===== src/rtl/uart_irq_pkg.sv =====
package uart_irq_pkg;

  typedef enum logic [3:0] {
    ID_NONE  = 4'h1,
    ID_THRE  = 4'h2,
    ID_RDA   = 4'h4,
    ID_LSTAT = 4'h6,
    ID_CTO   = 4'hC
  } iid_e;

  // Threshold in characters for a given FIFO depth and trigger selector.
  function automatic int unsigned trig_level(input int unsigned depth,
                                             input logic [1:0] sel);
    int unsigned lvl;
    if (depth >= 64) begin
      case (sel)
        2'd0: lvl = 1;
        2'd1: lvl = 16;
        2'd2: lvl = 48;
        default: lvl = 56;
      endcase
    end else begin
      case (sel)
        2'd0: lvl = 1;
        2'd1: lvl = 4;
        2'd2: lvl = 8;
        default: lvl = 14;
      endcase
    end
    return lvl;
  endfunction

endpackage


===== src/rtl/uart_rx_trigger.sv =====
module uart_rx_trigger
  import uart_irq_pkg::*;
#(
  parameter int unsigned DEPTH = 16,
  parameter int unsigned CNT_W = 5
) (
  input  logic             fifo_on,
  input  logic [1:0]       sel,
  input  logic [CNT_W-1:0] count,
  output logic             data_ready
);

  logic [CNT_W-1:0] level;

  always_comb begin
    if (fifo_on) level = CNT_W'(trig_level(DEPTH, sel));
    else         level = CNT_W'(1);
  end

  assign data_ready = (count >= level);

endmodule


===== src/rtl/uart_char_timeout.sv =====
module uart_char_timeout #(
  parameter int unsigned CHARS = 4
) (
  input  logic clk,
  input  logic rst_n,
  input  logic enable,
  input  logic occupied,
  input  logic arrive,
  input  logic drain,
  input  logic tick,
  output logic expired
);

  localparam int unsigned TW = $clog2(CHARS + 1);
  localparam logic [TW-1:0] LIMIT = TW'(CHARS);

  logic [TW-1:0] cnt_q;
  logic          restart;

  assign restart = !enable || !occupied || arrive || drain;

  always_ff @(posedge clk or negedge rst_n) begin
    if (!rst_n)                       cnt_q <= '0;
    else if (restart)                 cnt_q <= '0;
    else if (tick && cnt_q != LIMIT)  cnt_q <= cnt_q + 1'b1;
  end

  assign expired = (cnt_q == LIMIT) && enable && occupied;

endmodule


===== src/rtl/uart_thre_tracker.sv =====
module uart_thre_tracker (
  input  logic clk,
  input  logic rst_n,
  input  logic thr_empty,
  input  logic clr,
  output logic pend
);

  logic prev_q;
  logic rise;

  assign rise = thr_empty && !prev_q;

  always_ff @(posedge clk or negedge rst_n) begin
    if (!rst_n) begin
      prev_q <= 1'b0;
      pend   <= 1'b0;
    end else begin
      prev_q <= thr_empty;
      if (clr)       pend <= 1'b0;
      else if (rise) pend <= 1'b1;
    end
  end

endmodule


===== src/rtl/uart_irq_prio.sv =====
module uart_irq_prio
  import uart_irq_pkg::*;
(
  input  logic       ls,
  input  logic       rda,
  input  logic       cto,
  input  logic       thre,
  output logic [3:0] code,
  output logic       req
);

  iid_e sel_id;

  always_comb begin
    if (ls)        sel_id = ID_LSTAT;
    else if (rda)  sel_id = ID_RDA;
    else if (cto)  sel_id = ID_CTO;
    else if (thre) sel_id = ID_THRE;
    else           sel_id = ID_NONE;
  end

  assign code = sel_id;
  assign req  = ls | rda | cto | thre;

endmodule


===== src/rtl/uart_irq_ident.sv =====
module uart_irq_ident
  import uart_irq_pkg::*;
#(
  parameter int unsigned FIFO_DEPTH    = 16,
  parameter int unsigned TIMEOUT_CHARS = 4,
  parameter int unsigned LERR_W        = 4,
  localparam int unsigned CNT_W        = $clog2(FIFO_DEPTH + 1)
) (
  input  logic              clk,
  input  logic              rst_n,
  input  logic [CNT_W-1:0]  rx_count,
  input  logic              rx_push,
  input  logic              rx_pop,
  input  logic              char_tick,
  input  logic [LERR_W-1:0] line_err,
  input  logic              thr_empty,
  input  logic              tx_write,
  input  logic              iid_rd,
  input  logic              ier_we,
  input  logic [2:0]        ier_wdata,
  input  logic              fcr_we,
  input  logic              fcr_fifo_en,
  input  logic [1:0]        fcr_trig,
  output logic [3:0]        iid_code,
  output logic [7:0]        ident_byte,
  output logic              irq,
  output logic              fifo_mode
);

  logic [2:0] ier_q;
  logic       fifo_q;
  logic [1:0] trig_q;

  always_ff @(posedge clk or negedge rst_n) begin
    if (!rst_n) begin
      ier_q  <= '0;
      fifo_q <= 1'b0;
      trig_q <= '0;
    end else begin
      if (ier_we) ier_q <= ier_wdata;
      if (fcr_we) begin
        fifo_q <= fcr_fifo_en;
        trig_q <= fcr_trig;
      end
    end
  end

  // Named raw events, before enable masking.
  logic ls_raw, rda_raw, cto_raw, thre_raw;
  logic thre_clr;

  assign ls_raw = |line_err;

  uart_rx_trigger #(.DEPTH(FIFO_DEPTH), .CNT_W(CNT_W)) u_trig (
    .fifo_on    (fifo_q),
    .sel        (trig_q),
    .count      (rx_count),
    .data_ready (rda_raw)
  );

  uart_char_timeout #(.CHARS(TIMEOUT_CHARS)) u_cto (
    .clk      (clk),
    .rst_n    (rst_n),
    .enable   (fifo_q),
    .occupied (rx_count != '0),
    .arrive   (rx_push),
    .drain    (rx_pop),
    .tick     (char_tick),
    .expired  (cto_raw)
  );

  assign thre_clr = tx_write || (iid_rd && iid_code == ID_THRE);

  uart_thre_tracker u_thre (
    .clk       (clk),
    .rst_n     (rst_n),
    .thr_empty (thr_empty),
    .clr       (thre_clr),
    .pend      (thre_raw)
  );

  uart_irq_prio u_prio (
    .ls   (ls_raw   && ier_q[2]),
    .rda  (rda_raw  && ier_q[0]),
    .cto  (cto_raw  && ier_q[0]),
    .thre (thre_raw && ier_q[1]),
    .code (iid_code),
    .req  (irq)
  );

  assign fifo_mode  = fifo_q;
  assign ident_byte = {fifo_q, 3'b000, iid_code};

endmodule


===== config.mk =====
export PLATFORM = sky130hd
export DESIGN_NAME = uart_irq_ident
export DESIGN_NICKNAME = d
export VERILOG_FILES = /design/src/rtl/uart_irq_pkg.sv /design/src/rtl/uart_rx_trigger.sv /design/src/rtl/uart_char_timeout.sv /design/src/rtl/uart_thre_tracker.sv /design/src/rtl/uart_irq_prio.sv /design/src/rtl/uart_irq_ident.sv
export SDC_FILE = /design/constraint.sdc
export NUM_CORES = 1
export LEC_CHECK = 0
export ABC_CLOCK_PERIOD_IN_PS = 4900
export BUFFER_PORTS_ARGS = -buffer_cell sky130_fd_sc_hd__clkbuf_2
export CORE_MARGIN = 2
export CORE_UTILIZATION = 45
export CTS_BUF_LIST = sky130_fd_sc_hd__clkbuf_16
export DETAILED_ROUTE_END_ITERATION = 12
export GPL_TIMING_DRIVEN = 0
export PLACE_DENSITY = 0.81
export SLEW_MARGIN = 20
export SYNTH_ARGS = -nofsm -noshare
export SYNTH_HDL_FRONTEND = slang
export SYNTH_SLANG_ARGS = --single-unit

===== constraint.sdc =====
create_clock -name clk -period 4.9 [get_ports clk]
set_input_delay 0.735 -clock clk [delete_from_list [all_inputs] [get_ports clk]]
set_output_delay 0.735 -clock clk [all_outputs]
set_load 0.02 [all_outputs]

==> out/metrics.cfg <==
[status]
status = completed

[floorplanning]
die-area_um2 = 1930
ios = 39
rows = 14
die_h_um = 44.0
die_w_um = 44.0
start_util = 0.478
core-area_um2 = 1510

[timing]
fin_crit_sh = 0.650
fin_crit_ns = 3.18
rsz0062_at_grt = no
setup_viol = 0
clock_skew_ns = 0.000956
max_freq_mhz = 314
hold_violations = 0
whs_ns = 0.364
setup_tns_ns = 0
worst_slack_ns = 1.72
drv_slew = 0

[global_routing]
grt_pass1_wl_um = 2670
antenna_found_initial = 0
grt_max_degree = 12
grt_overflow = 0
use_met1 = 0.201
top_usage_layer = met2
grt_usage = 0.196
use_met3 = 0.0417
grt_pass1_vias = 627
use_met2 = 0.353

[min_path]
holdCritPathClass = input pin to async pin

[power_and_ir_drop]
p_comb_frac = 0.230
switching_share = 0.260
p_int_mw = 0.240
p_leak_nw = 0.527
ir_drop_uv = 255
clkPwrFrac = 0.447
sequentialPowerShare = 0.322
powerDensity_nw_per_um2 = 324
power_switching_mw = 0.0843

[final_layout]
diodes = 0
drive_gt1_frac = 0.466
fin_nets = 148
layout_common_cells = 35 x clkbuf_2, 11 x dfrtp_1, 8 x buf_4
fill_cells = 131
syn_to_final_growth_pct = 39.1
final_common_cell = clkbuf_2

[cts]
insertion_delay_ns = 0.24
path_clk_slew_ns = 0.04
post_cts_buffers = 0
post_cts_resized = 0
cts_made_buffers = 3
htreeDepth = 1
cts_sinks = 11
hold_buffers = 0
cts_tree = yes
cts-root-buf = clkbuf_16
clock_path_buffers = 2

[worst_setup_path]
path_max_fanout = 4
start_kind = input pin
crit_path_end_kind = primary output
critPathKind = input pin to primary output
r2r_setup_slack_ns = 2.99
r2r_start = fifo_mode
critPathArrivalTime_ns = 2.45
ff2ff_path_depth = 7
crit_required_ns = 4.16
worstReg2RegEnd = u_thre.pend

[yosys]
synth_cell_type_count = 24
yosysWarnings = 0
ys_ff_latch = 11
ys_seq_area_frac = 0.383
yosys.area.top_type_share = 0.383
netlist_area_um2 = 719
synthTopCellsByArea = dfrtp_1 38%, ha_1 10%, mux2_2 9.4%, buf_4 8.3%, a21oi_1 4.2%
syn_inst = 75
avgSynthCellArea_um2 = 9.59
yosysTopAreaCell = dfrtp_1

[detailed_routing]
num_vias = 665
post-route-drc-count = 0
dr.first_iter.drc_count = 7
routed_wl_um = 1570
vias_per_cell = 5.04
ant_nets = 0
wl_per_cell_um = 11.9
first_pass_iters = 3

[placement]
place_ws_ns = 1.72
portBuffers = 35
gp_congestion = 0.774
hpwl_um = 1290

[job]
max_cap_viol_count = 0

worst max path at each step:
stage                      startpoint  slack [ns]  cells after the start     endpoint
final                     rx_count[2]        1.72                      9  iid_code[0]
after detailed placement  rx_count[2]        1.72                      9  iid_code[0]
after floorplan           rx_count[2]        1.60                      7  iid_code[0]
after global placement    rx_count[2]        1.75                      9  iid_code[0]
after CTS                 rx_count[2]        1.72                      9  iid_code[0]
after global routing        fifo_mode        1.57                      9  iid_code[0]
kinds of logic (layout without fill, tap and decap cells):
family / count (synthesis) / count (layout) / share of synthesized area
other: 1 / 3 / 0.00521
AND/OR/NAND/NOR: 22 / 22 / 0.151
AO/OA/AOI/OAI: 15 / 15 / 0.141
flip-flops: 11 / 11 / 0.383
multiplexers: 6 / 6 / 0.0939
buffers and inverters: 13 / 52 / 0.110
XOR/XNOR: 1 / 1 / 0.0122
adder cells (fa/ha/maj): 6 / 6 / 0.104
through the flow:
stage                util  std cells  total power [mW]  area (um2)
global placement    0.612        128             0.178         922
CTS                 0.664        132             0.327        1000
detailed placement  0.612        128             0.181         922
floorplan               -         77             0.152         727
finish              0.664        132             0.324        1000
global route        0.664        132             0.339        1000
worst max-delay path: stages:
cell and delay, ns:
clkbuf_2 0.09, ha_1 0.28, or2_1 0.24, a211oi_2 0.21, a21oi_1 0.09, a211o_1 0.35
a21oi_1 0.17, buf_4 0.13, clkbuf_2 0.15
flip-flops by register name, summed over array words and instances, names as in the netlist:
signal,flops
u_thre.prev_q,1
u_thre.pend,1
fifo_mode,1
trig_q,2
ier_q,3
u_cto.cnt_q,3
Yosys cell counts:
cell and count:
nand3_1 5, buf_4 8, o41a_1 1, nor3_1 2, and4b_1 1, a211oi_2 1, nor3b_1 1, a211oi_1 1
dfrtp_1 11, conb_1 1, and2_1 1, nor4_1 1, xnor2_1 1, mux2_2 6, nand2_1 6, a21oi_1 6
a21o_1 1, ha_1 6, or2_1 1, a31o_2 1, a211o_1 1, inv_1 5, o21ai_0 3, nor2_1 4
final cells by class:
class                   instances  area (um2)  share of cell area
plain buffers                   8        60.1              0.0600
clock inverters                 1        3.75             0.00375
clock buffers                   3        75.1              0.0750
repair buffers                 35         175               0.175
flip-flops and latches         11         275               0.275
multi-input cells              53         373               0.373
inverters                       5        18.8              0.0188
well taps                      16        20.0              0.0200
layer usage:
layer / up-vias / part of all wire
li1: 340 / -
met1: 304 / 0.37
met2: 16 / 0.55
met3: 5 / 0.055
met4: 0 / 0.027
met5: - / 0
power by group through the flow:
stage | clock network (mW) | logic, mW | registers, mW
floorplan | 0 | 0.0476 | 0.105
global placement | 0 | 0.0729 | 0.105
detailed placement | 0 | 0.0752 | 0.106
CTS | 0.147 | 0.0756 | 0.104
global route | 0.151 | 0.0828 | 0.106
finish | 0.145 | 0.0746 | 0.104
(Power assumes the default switching activity.)
